File: src/rtl/vdet_pkg.sv
package vdet_pkg;

    localparam int SEL_W        = 2;
    localparam int DIV_LOG2_MIN = 3;
    localparam int DIV_LOG2_MAX = DIV_LOG2_MIN + (1 << SEL_W) - 1;
    localparam int CNT_W        = DIV_LOG2_MAX;

    typedef struct packed {
        logic [SEL_W-1:0] div_sel;
        logic             wake_en;
        logic             irq_en;
    } vdet_cfg_t;

    typedef struct packed {
        logic      flag_keep;
        vdet_cfg_t cfg;
    } vdet_wr_t;

    localparam int CFG_W = $bits(vdet_cfg_t);
    localparam int WR_W  = $bits(vdet_wr_t);

    typedef enum logic [1:0] {
        XING_NONE = 2'b00,
        XING_RISE = 2'b01,
        XING_FALL = 2'b10
    } vdet_xing_e;

    function automatic logic [CNT_W-1:0] div_last(input logic [SEL_W-1:0] sel);
        logic [CNT_W:0] span;
        span = (CNT_W+1)'(1) << (DIV_LOG2_MIN + int'(sel));
        return CNT_W'(span - (CNT_W+1)'(1));
    endfunction

endpackage

File: src/rtl/vdet_sync.sv
module vdet_sync #(
    parameter int   STAGES    = 2,
    parameter logic RESET_VAL = 1'b1
) (
    input  logic clk,
    input  logic rst,
    input  logic async_i,
    output logic sync_o
);
    logic [STAGES-1:0] chain_q;

    generate
        for (genvar g = 0; g < STAGES; g++) begin : g_stage
            if (g == 0) begin : g_first
                always_ff @(posedge clk) begin
                    if (rst) chain_q[0] <= RESET_VAL;
                    else     chain_q[0] <= async_i;
                end
            end else begin : g_next
                always_ff @(posedge clk) begin
                    if (rst) chain_q[g] <= RESET_VAL;
                    else     chain_q[g] <= chain_q[g-1];
                end
            end
        end
    endgenerate

    assign sync_o = chain_q[STAGES-1];
endmodule

File: src/rtl/vdet_prescaler.sv
module vdet_prescaler
    import vdet_pkg::*;
(
    input  logic             clk,
    input  logic             rst,
    input  logic             restart_i,
    input  logic [SEL_W-1:0] sel_i,
    output logic             tick_o
);
    logic [CNT_W-1:0] cnt_q;
    logic [CNT_W-1:0] last;

    assign last   = div_last(sel_i);
    assign tick_o = (cnt_q == last) && !restart_i;

    always_ff @(posedge clk) begin
        if (rst || restart_i || tick_o) cnt_q <= '0;
        else                            cnt_q <= cnt_q + CNT_W'(1);
    end

    AST_TICK_SPACED: assert property (@(posedge clk) disable iff (rst)
        tick_o |=> !tick_o);
endmodule

File: src/rtl/vdet_filter.sv
module vdet_filter
    import vdet_pkg::*;
#(
    parameter logic RESET_VAL = 1'b1
) (
    input  logic       clk,
    input  logic       rst,
    input  logic       tick_i,
    input  logic       lvl_i,
    output logic       level_o,
    output vdet_xing_e xing_o
);
    logic last_q;
    logic acc_q;
    logic accept;

    assign accept = tick_i && (lvl_i == last_q) && (lvl_i != acc_q);

    always_comb begin
        xing_o = XING_NONE;
        if (accept) xing_o = lvl_i ? XING_RISE : XING_FALL;
    end

    always_ff @(posedge clk) begin
        if (rst) begin
            last_q <= RESET_VAL;
            acc_q  <= RESET_VAL;
        end else if (tick_i) begin
            last_q <= lvl_i;
            if (accept) acc_q <= lvl_i;
        end
    end

    assign level_o = acc_q;

    AST_ACCEPT_ON_TICK: assert property (@(posedge clk) disable iff (rst)
        (acc_q != $past(acc_q)) |-> $past(tick_i));
endmodule

File: src/rtl/vdet_xing_irq.sv
module vdet_xing_irq
    import vdet_pkg::*;
#(
    parameter int   SYNC_STAGES = 2,
    parameter logic RESET_LEVEL = 1'b1
) (
    input  logic            clk,
    input  logic            rst,
    input  logic            cmp_above_i,
    input  logic            stop_mode_i,
    input  logic            ctrl_we_i,
    input  logic [WR_W-1:0] ctrl_wdata_i,
    output logic [CFG_W-1:0] cfg_o,
    output logic            flag_o,
    output logic            irq_o,
    output logic            wake_o
);
    vdet_wr_t   wr;
    vdet_cfg_t  cfg_q;
    vdet_xing_e xing;
    logic       lvl_sync;
    logic       lvl_acc;
    logic       tick;
    logic       restart;
    logic       set_evt;
    logic       clr_evt;
    logic       wake_evt;
    logic       flag_q;
    logic       irq_q;
    logic       wake_q;

    assign wr      = vdet_wr_t'(ctrl_wdata_i);
    assign restart = ctrl_we_i && (wr.cfg.div_sel != cfg_q.div_sel);

    always_ff @(posedge clk) begin
        if (rst)            cfg_q <= '0;
        else if (ctrl_we_i) cfg_q <= wr.cfg;
    end

    vdet_sync #(.STAGES(SYNC_STAGES), .RESET_VAL(RESET_LEVEL)) u_sync (
        .clk     (clk),
        .rst     (rst),
        .async_i (cmp_above_i),
        .sync_o  (lvl_sync)
    );

    vdet_prescaler u_presc (
        .clk       (clk),
        .rst       (rst),
        .restart_i (restart),
        .sel_i     (cfg_q.div_sel),
        .tick_o    (tick)
    );

    vdet_filter #(.RESET_VAL(RESET_LEVEL)) u_filt (
        .clk     (clk),
        .rst     (rst),
        .tick_i  (tick),
        .lvl_i   (lvl_sync),
        .level_o (lvl_acc),
        .xing_o  (xing)
    );

    assign set_evt  = (xing != XING_NONE);
    assign clr_evt  = ctrl_we_i && !wr.flag_keep;
    assign wake_evt = (xing == XING_RISE) && stop_mode_i && cfg_q.wake_en && cfg_q.irq_en;

    always_ff @(posedge clk) begin
        if (rst) begin
            flag_q <= 1'b0;
            irq_q  <= 1'b0;
            wake_q <= 1'b0;
        end else begin
            if (set_evt)      flag_q <= 1'b1;
            else if (clr_evt) flag_q <= 1'b0;
            irq_q  <= cfg_q.irq_en && ((set_evt && !flag_q) || wake_evt);
            wake_q <= stop_mode_i && (wake_q || wake_evt);
        end
    end

    assign cfg_o  = cfg_q;
    assign flag_o = flag_q;
    assign irq_o  = irq_q;
    assign wake_o = wake_q;

    AST_FLAG_STICKY: assert property (@(posedge clk) disable iff (rst)
        (flag_q && !clr_evt) |=> flag_q);
    AST_IRQ_ONE_CYCLE: assert property (@(posedge clk) disable iff (rst)
        irq_q |=> !irq_q);
    AST_IRQ_NEEDS_EN: assert property (@(posedge clk) disable iff (rst)
        irq_q |-> $past(cfg_q.irq_en));
    AST_WAKE_HOLD: assert property (@(posedge clk) disable iff (rst)
        (wake_q && stop_mode_i) |=> wake_q);
    AST_WAKE_IN_STOP: assert property (@(posedge clk) disable iff (rst)
        wake_q |-> $past(stop_mode_i));
    AST_WAKE_ON_RISE: assert property (@(posedge clk) disable iff (rst)
        $rose(wake_q) |-> (lvl_acc && irq_q));
endmodule

File: config.mk
export PLATFORM = sky130hd
export DESIGN_NAME = vdet_xing_irq
export DESIGN_NICKNAME = d
export VERILOG_FILES = /design/src/rtl/vdet_pkg.sv /design/src/rtl/vdet_sync.sv /design/src/rtl/vdet_prescaler.sv /design/src/rtl/vdet_filter.sv /design/src/rtl/vdet_xing_irq.sv
export SDC_FILE = /design/constraint.sdc
export NUM_CORES = 1
export LEC_CHECK = 0
export BUFFER_PORTS_ARGS = -buffer_cell sky130_fd_sc_hd__clkbuf_2
export CAP_MARGIN = 5
export CORE_MARGIN = 2
export CORE_UTILIZATION = 38
export CTS_CLUSTER_DIAMETER = 200
export DETAILED_ROUTE_END_ITERATION = 8
export PLACE_DENSITY = 0.66
export SYNTH_ARGS = -nofsm -noshare
export SYNTH_HDL_FRONTEND = slang
export SYNTH_SLANG_ARGS = --single-unit
export TNS_END_PERCENT = 1
File: constraint.sdc
create_clock -name clk -period 1.7 [get_ports clk]
set_clock_uncertainty 0.15 [all_clocks]
set_input_delay 0.34 -clock clk [delete_from_list [all_inputs] [get_ports clk]]
set_output_delay 0.34 -clock clk [all_outputs]
set_load 0.01 [all_outputs]
---- After elaboration in Yosys (flattened, before gate mapping) ----
Cells that the tools add are included.
storage, ports and cells
  register bits after elaboration ......... 17
  latch bits .............................. 0
  memory bits (writable) .................. 0
  bits in read-only memories .............. 0
  input port bits ......................... 10
  output and inout port bits .............. 7
  word-level logic and storage cells ...... 45
  memories ................................ 0
cells by class
  add/sub/neg operators ................... 3
  multipliers ............................. 0
  divide/modulo/power cells ............... 0
  order comparisons ....................... 0
  eq/ne operators ......................... 5
  shifts and indexed selects .............. 1
  mux-type cells .......................... 4
  bitwise gates (word level) .............. 0
  reductions and logical operators ........ 21
operators with widths
  kind                    count
  $shl A1 B32 Y6 const A  1
  $logic_and A1 B1 Y1     11
  $add A6 B1 Y6 const B   1
  $eq A6 B6 Y1            1
  $sub A6 B1 Y6 const B   1
  $logic_or A1 B1 Y1      4
  $mux W2                 2
  $reduce_bool A2 Y1      2
  $add A2 B2 Y3 const A   1
  $logic_not A1 Y1        3
  $eq A2 B1 Y1 const B    1
  $mux W1                 2
  $ne A2 B2 Y1            1
  $reduce_and A2 Y1       1
  $eq A1 B1 Y1            1
  $ne A1 B1 Y1            1

---- Logic depth before layout (Yosys ltp) ----
  word-level depth ........................ 14
  mapped depth ............................ 6
  depth with buffers taken out ............ 5

---- By module ----
Synthesis repeated with hierarchy kept, for this count alone.
unflattened totals
  cells, all modules ...................... 78
  area, all modules ....................... 772.0 um^2
modules (own cells, without submodules)
  module          times used  cells each  area an instance (um^2)  sequential area each (um^2)
  vdet_prescaler  1           34          330.3                    120.1
  vdet_xing_irq   1           30          291.5                    140.1
  vdet_filter     1           10          97.6                     40.0
  vdet_sync       1           4           52.6                     40.0

---- Worst setup path before layout ----
OpenSTA, ideal clock, no wires.
  kind .................................... register to register
  from .................................... register cfg_q (netlist bit cfg_o[3])
  to ...................................... register u_filt.last_q
  setup time .............................. 0.122 ns
  data arrival time ....................... 1.482 ns
  data required time ...................... 1.428 ns
  setup slack ............................. -0.054 ns
  stages on the path, launching flop included .. 6
  buffers on the path ..................... 1
  period minus slack after synthesis ...... 1.754 ns
  cell sequence ........................... dfxtp_1 buf_6 or4_4 o211ai_2 a31oi_1 a311o_1
on the way
  longest elaborated chain between the ends .. 5
  elaborated cells on any way between the ends .. 8
  those cells by class .................... 2 x add/sub; 2 x eq/ne; 1 x shift; 3 x reduce/logical
RTL lines
  item                     RTL line              RTL
  start, declared          vdet_xing_irq.sv:19   vdet_cfg_t cfg_q;
  start signal, assigned   vdet_xing_irq.sv:37   else if (ctrl_we_i) cfg_q <= wr.cfg;
  $add A2 B2 Y3            vdet_pkg.sv:30        span = (CNT_W+1)'(1) << (DIV_LOG2_MIN + int'(sel));
  $shl A1 B32 Y6           vdet_pkg.sv:30
  $sub A6 B1 Y6            vdet_pkg.sv:31        return CNT_W'(span - (CNT_W+1)'(1));
  $eq A6 B6 Y1             vdet_prescaler.sv:14  assign tick_o = (cnt_q == last) && !restart_i;
  $logic_and A1 B1 Y1 (*)  vdet_prescaler.sv:14
  end signal, assigned     vdet_filter.sv:29     last_q <= lvl_i;
  end, declared            vdet_filter.sv:13     logic last_q;
Every way passes the cells marked *; elsewhere a longest branch is shown, timed or not.
A chain may end at the register's enable or synchronous reset.

---- Worst setup path in the final report ----
  from .................................... register cfg_q (netlist bit cfg_o[3])
  to ...................................... register irq_q, in the netlist irq_o
on the way
  longest elaborated chain between the ends .. 14
  elaborated cells on any way between the ends .. 19
  those cells by class .................... 2 x add/sub; 3 x eq/ne; 1 x shift; 1 x mux; 12 x reduce/logical
RTL lines
  item                                   RTL line              RTL
  $add A2 B2 Y3                          vdet_pkg.sv:30
  $shl A1 B32 Y6                         vdet_pkg.sv:30
  $sub A6 B1 Y6                          vdet_pkg.sv:31
  $eq A6 B6 Y1                           vdet_prescaler.sv:14
  $logic_and A1 B1 Y1 (*)                vdet_prescaler.sv:14
  $logic_and A1 B1 Y1 (*) (2 in series)  vdet_filter.sv:17     assign accept = tick_i && (lvl_i == last_q) && (lvl_i != acc_q);
  $mux W2 (*)                            vdet_filter.sv:21     if (accept) xing_o = lvl_i ? XING_RISE : XING_FALL;
  $eq A2 B1 Y1                           vdet_xing_irq.sv:66   assign wake_evt = (xing == XING_RISE) && stop_mode_i && cfg_q.wake_en && cfg_q.irq_en;
  $logic_and A1 B1 Y1 (3 in series)      vdet_xing_irq.sv:66
  $logic_or A1 B1 Y1 (*)                 vdet_xing_irq.sv:76   irq_q <= cfg_q.irq_en && ((set_evt && !flag_q) || wake_evt);
  $logic_and A1 B1 Y1 (*)                vdet_xing_irq.sv:76
  end signal, assigned                   vdet_xing_irq.sv:76
  end, declared                          vdet_xing_irq.sv:29   logic irq_q;
Marked as above.

==> results.py <==
metrics = {
    "grt": {
        "grt-ovfl-total": 0,
        "grt_pass1_wl_um": 2530,
        "grt_pass1_vias": 596,
        "grt_max_degree": 13,
        "grt_use_total_pct": 14.1,
        "antenna_found_initial": 0,
    },
    "die": {
        "fp.dieH_um": 49.1,
        "initial_utilization_pct": 39.8,
        "rows": 16,
        "die_area_sq_um": 2410,
        "die_x_um": 49.1,
        "ios": 17,
        "core_sq_um": 1940,
    },
    "sta": {
        "slew_headroom_pct": 84.7,
        "finalSetupViolCount": 0,
        "fin_hold_ws_ps": 84.5,
        "slew_viol_final": 0,
        "fin_crit_sh_pct": 99.2,
        "tightest_slew_ps": 229,
        "fin_crit_ps": 1690,
        "fin_ws_ps": 13.7,
        "hold_viol": 0,
        "rsz0062_at_grt": "yes",
        "timing.fmax_mhz": 593,
    },
    "synth": {
        "synthXorXnorAreaFrac_pct": 7.94,
        "synth.distinct_cells": 33,
        "synth.area.top_cells": "dfxtp_1, mux2i_1, xor2_1",
        "synthAdderAreaFrac_pct": 1.62,
        "async_flop_share_pct": 0,
        "synth_top_family_by_area": "simple AND/OR/NAND/NOR gates",
        "syn_avg_cell_area_sq_um": 9.65,
        "synthMuxAreaShare_pct": 6.48,
        "synth_seq_cells": 17,
        "synth_edf_count": 0,
        "synthSimpleGateAreaFrac_pct": 24.3,
        "yosys.area.top_type": "dfxtp_1",
        "netlist_area_sq_um": 772,
        "synth_cells": 80,
        "yosys-top-cells-count": "dfxtp_1, nor2_1, mux2i_1",
        "synth_fp_nets": 91,
        "yosys.area.top_type_share_pct": 44.1,
        "ys_warn_count": 0,
        "seq_area_frac_synth_pct": 44.1,
        "synth_ff_type": "dfxtp_1",
        "synth.most_common_cell": "dfxtp_1",
        "synth_compound_area_share_pct": 10.7,
    },
    "setup_path": {
        "crit_chain": "or4_4 -> o211ai_2 -> and2_2 -> and4b_1",
        "r2r-end": "irq_o$_SDFF_PP0_",
        "reg2reg_depth": 4,
        "crit_family": "simple AND/OR/NAND/NOR gates",
        "critPathCaptureType": "register",
        "slowest_stage": "or4_4",
        "arrival_ps": 1780,
        "required_ps": 1790,
        "critPathKind": "reg -> reg",
        "cp_max_fo": 8,
        "cp.depth": 4,
        "cp-start-kind": "register",
        "max_stage_delay_ps": 530,
        "regToRegStartpoint": "cfg_o[3]$_SDFFE_PP0P_",
        "critPathBufInv": 0,
        "reg2reg_slack_ps": 10,
    },
    "pwr": {
        "ir_drop_uv": 467,
        "leakage_nw": 0.393,
        "power_mw": 0.708,
        "powerDensity_nw_per_um2": 776,
    },
    "flow_run": {
        "cap_violations": 0,
    },
    "drt": {
        "drc": 0,
        "drtIter0Drc": 7,
        "routed_wl_um": 1460,
        "ant_nets": 0,
        "via_per_inst": 4.94,
        "routedWlPerCell_um": 11.7,
        "dr.pass1.iters": 4,
        "num_vias": 618,
    },
    "cts": {
        "numCtsBuffers": 3,
        "tritoncts": "done",
        "clkTransAtPathRegs_ps": 100,
        "post_cts_buffers": 0,
        "insertion_delay_ps": 290,
        "cts_buffer_depth": 2,
        "root_buffer": "clkbuf_4",
        "cts_sinks": 17,
        "htree_levels": 1,
    },
    "hold_path": {
        "min_from": "cmp_above_i",
        "min_path_type": "in -> reg",
        "hold_depth": 2,
        "hold_end": "u_sync.chain_q[0]$_SDFF_PP1_",
    },
    "layout": {
        "drive_above_1_share_pct": 32.7,
        "nNetsFinal": 110,
        "diodes": 0,
        "instances_no_fill": 125,
        "syn2layout_area_growth_pct": 18.2,
    },
    "placement": {
        "port_buffers": 16,
        "dpl.cell_count": 121,
        "preCtsSetupSlack_ps": -55.2,
        "dpl.hpwl_um": 1140,
        "gp_congestion": 0.772,
    },
    "status": {
        "outcome": "completed",
    },
}
-- how the worst max path moves through the flow --
stage | startpoint | end | slack (ps)
after detailed placement | cfg_o[2]$_SDFFE_PP0P_ | irq_o$_SDFF_PP0_ | -60
after floorplan | cfg_o[3]$_SDFFE_PP0P_ | irq_o$_SDFF_PP0_ | -2
after global placement | cfg_o[2]$_SDFFE_PP0P_ | irq_o$_SDFF_PP0_ | 9
after CTS | cfg_o[3]$_SDFFE_PP0P_ | u_filt.last_q$_SDFFE_PP1P_ | 5
final | cfg_o[3]$_SDFFE_PP0P_ | irq_o$_SDFF_PP0_ | 10
after global routing | cfg_o[3]$_SDFFE_PP0P_ | irq_o$_SDFF_PP0_ | -60
-- where the power goes --
group / internal [mW] / leakage (nW) / switching [mW]
Clock: 0.0913 / 0.0150 / 0.120
Sequential: 0.410 / 0.140 / 0.0121
Combinational: 0.0381 / 0.238 / 0.0362
Total: 0.539 / 0.393 / 0.168
-- layout by cell type (no fill, tap or decap), drive strengths merged --
cell type and count:
a211oi 1, a21oi 1, a311o 1, a31oi 2, a41oi 1, and2 2, and3 2, and4b 1
buf 3, clkbuf 20, dfxtp 17, ha 1, inv 1, mux2i 5, nand2 3, nand2b 2
nand3 2, nand3b 1, nand4 1, nor2 8, nor2b 1, nor3 4, nor3b 1, o211ai 1
o21ai 2, o31ai 1, o32ai 1, or2 3, or4 1, or4bb 1, xnor2 3, xor2 4
-- worst reg2reg max path, stage by stage, from the launching register on --
cell and delay (ps):
dfxtp_4 380, or4_4 530, o211ai_2 110, and2_2 260, and4b_1 200
-- through the flow --
stage | setup TNS, ps | utilization [%] | instance area [sq um]
after floorplan | -1.67 | - | 773
after global placement | 0 | 45.1 | 876
after detailed placement | -116 | 45.1 | 876
after CTS | 0 | 46.6 | 905
after global routing | -158 | 47.0 | 912
final | 0 | 47.0 | 912
-- state kept, by name (all words and copies together), names as in the netlist --
register	count
cfg_o	4
u_sync.sync_o	1
u_filt.level_o	1
u_sync.chain_q	1
u_filt.last_q	1
flag_o	1
u_presc.cnt_q	6
wake_o	1
irq_o	1
-- cells by family after synthesis --
family,count (synthesis)
AND/OR/NAND/NOR,33
flip-flops,17
AO/OA/AOI/OAI,11
XOR/XNOR,7
buffers and inverters,6
multiplexers,5
adder cells (fa/ha/maj),1
-- layout make-up --
type / count / area, sq um
inverter: 1 / 3.75
timing repair buffer: 19 / 103
tap: 27 / 33.8
sequential: 17 / 347
fill: 196 / 1030
multi-input combinational: 57 / 399
clock buffer: 4 / 26.3
-- routing by layer --
layer  track usage (%)  up-vias  wire length [um]
li1                  -      320                 -
met1              16.3      284               689
met2              21.6       10               679
met3              6.44        4                65
met4              7.14        0                27
met5                 0        -                 0
-- repair_timing --
item | 4_1_cts | 5_1_grt
resized for setup | 2 | 3
hold buffers | 0 | 0
endpoints found under the setup margin | 4 | 8
Note: power is estimated with default switching activity, not from simulation.
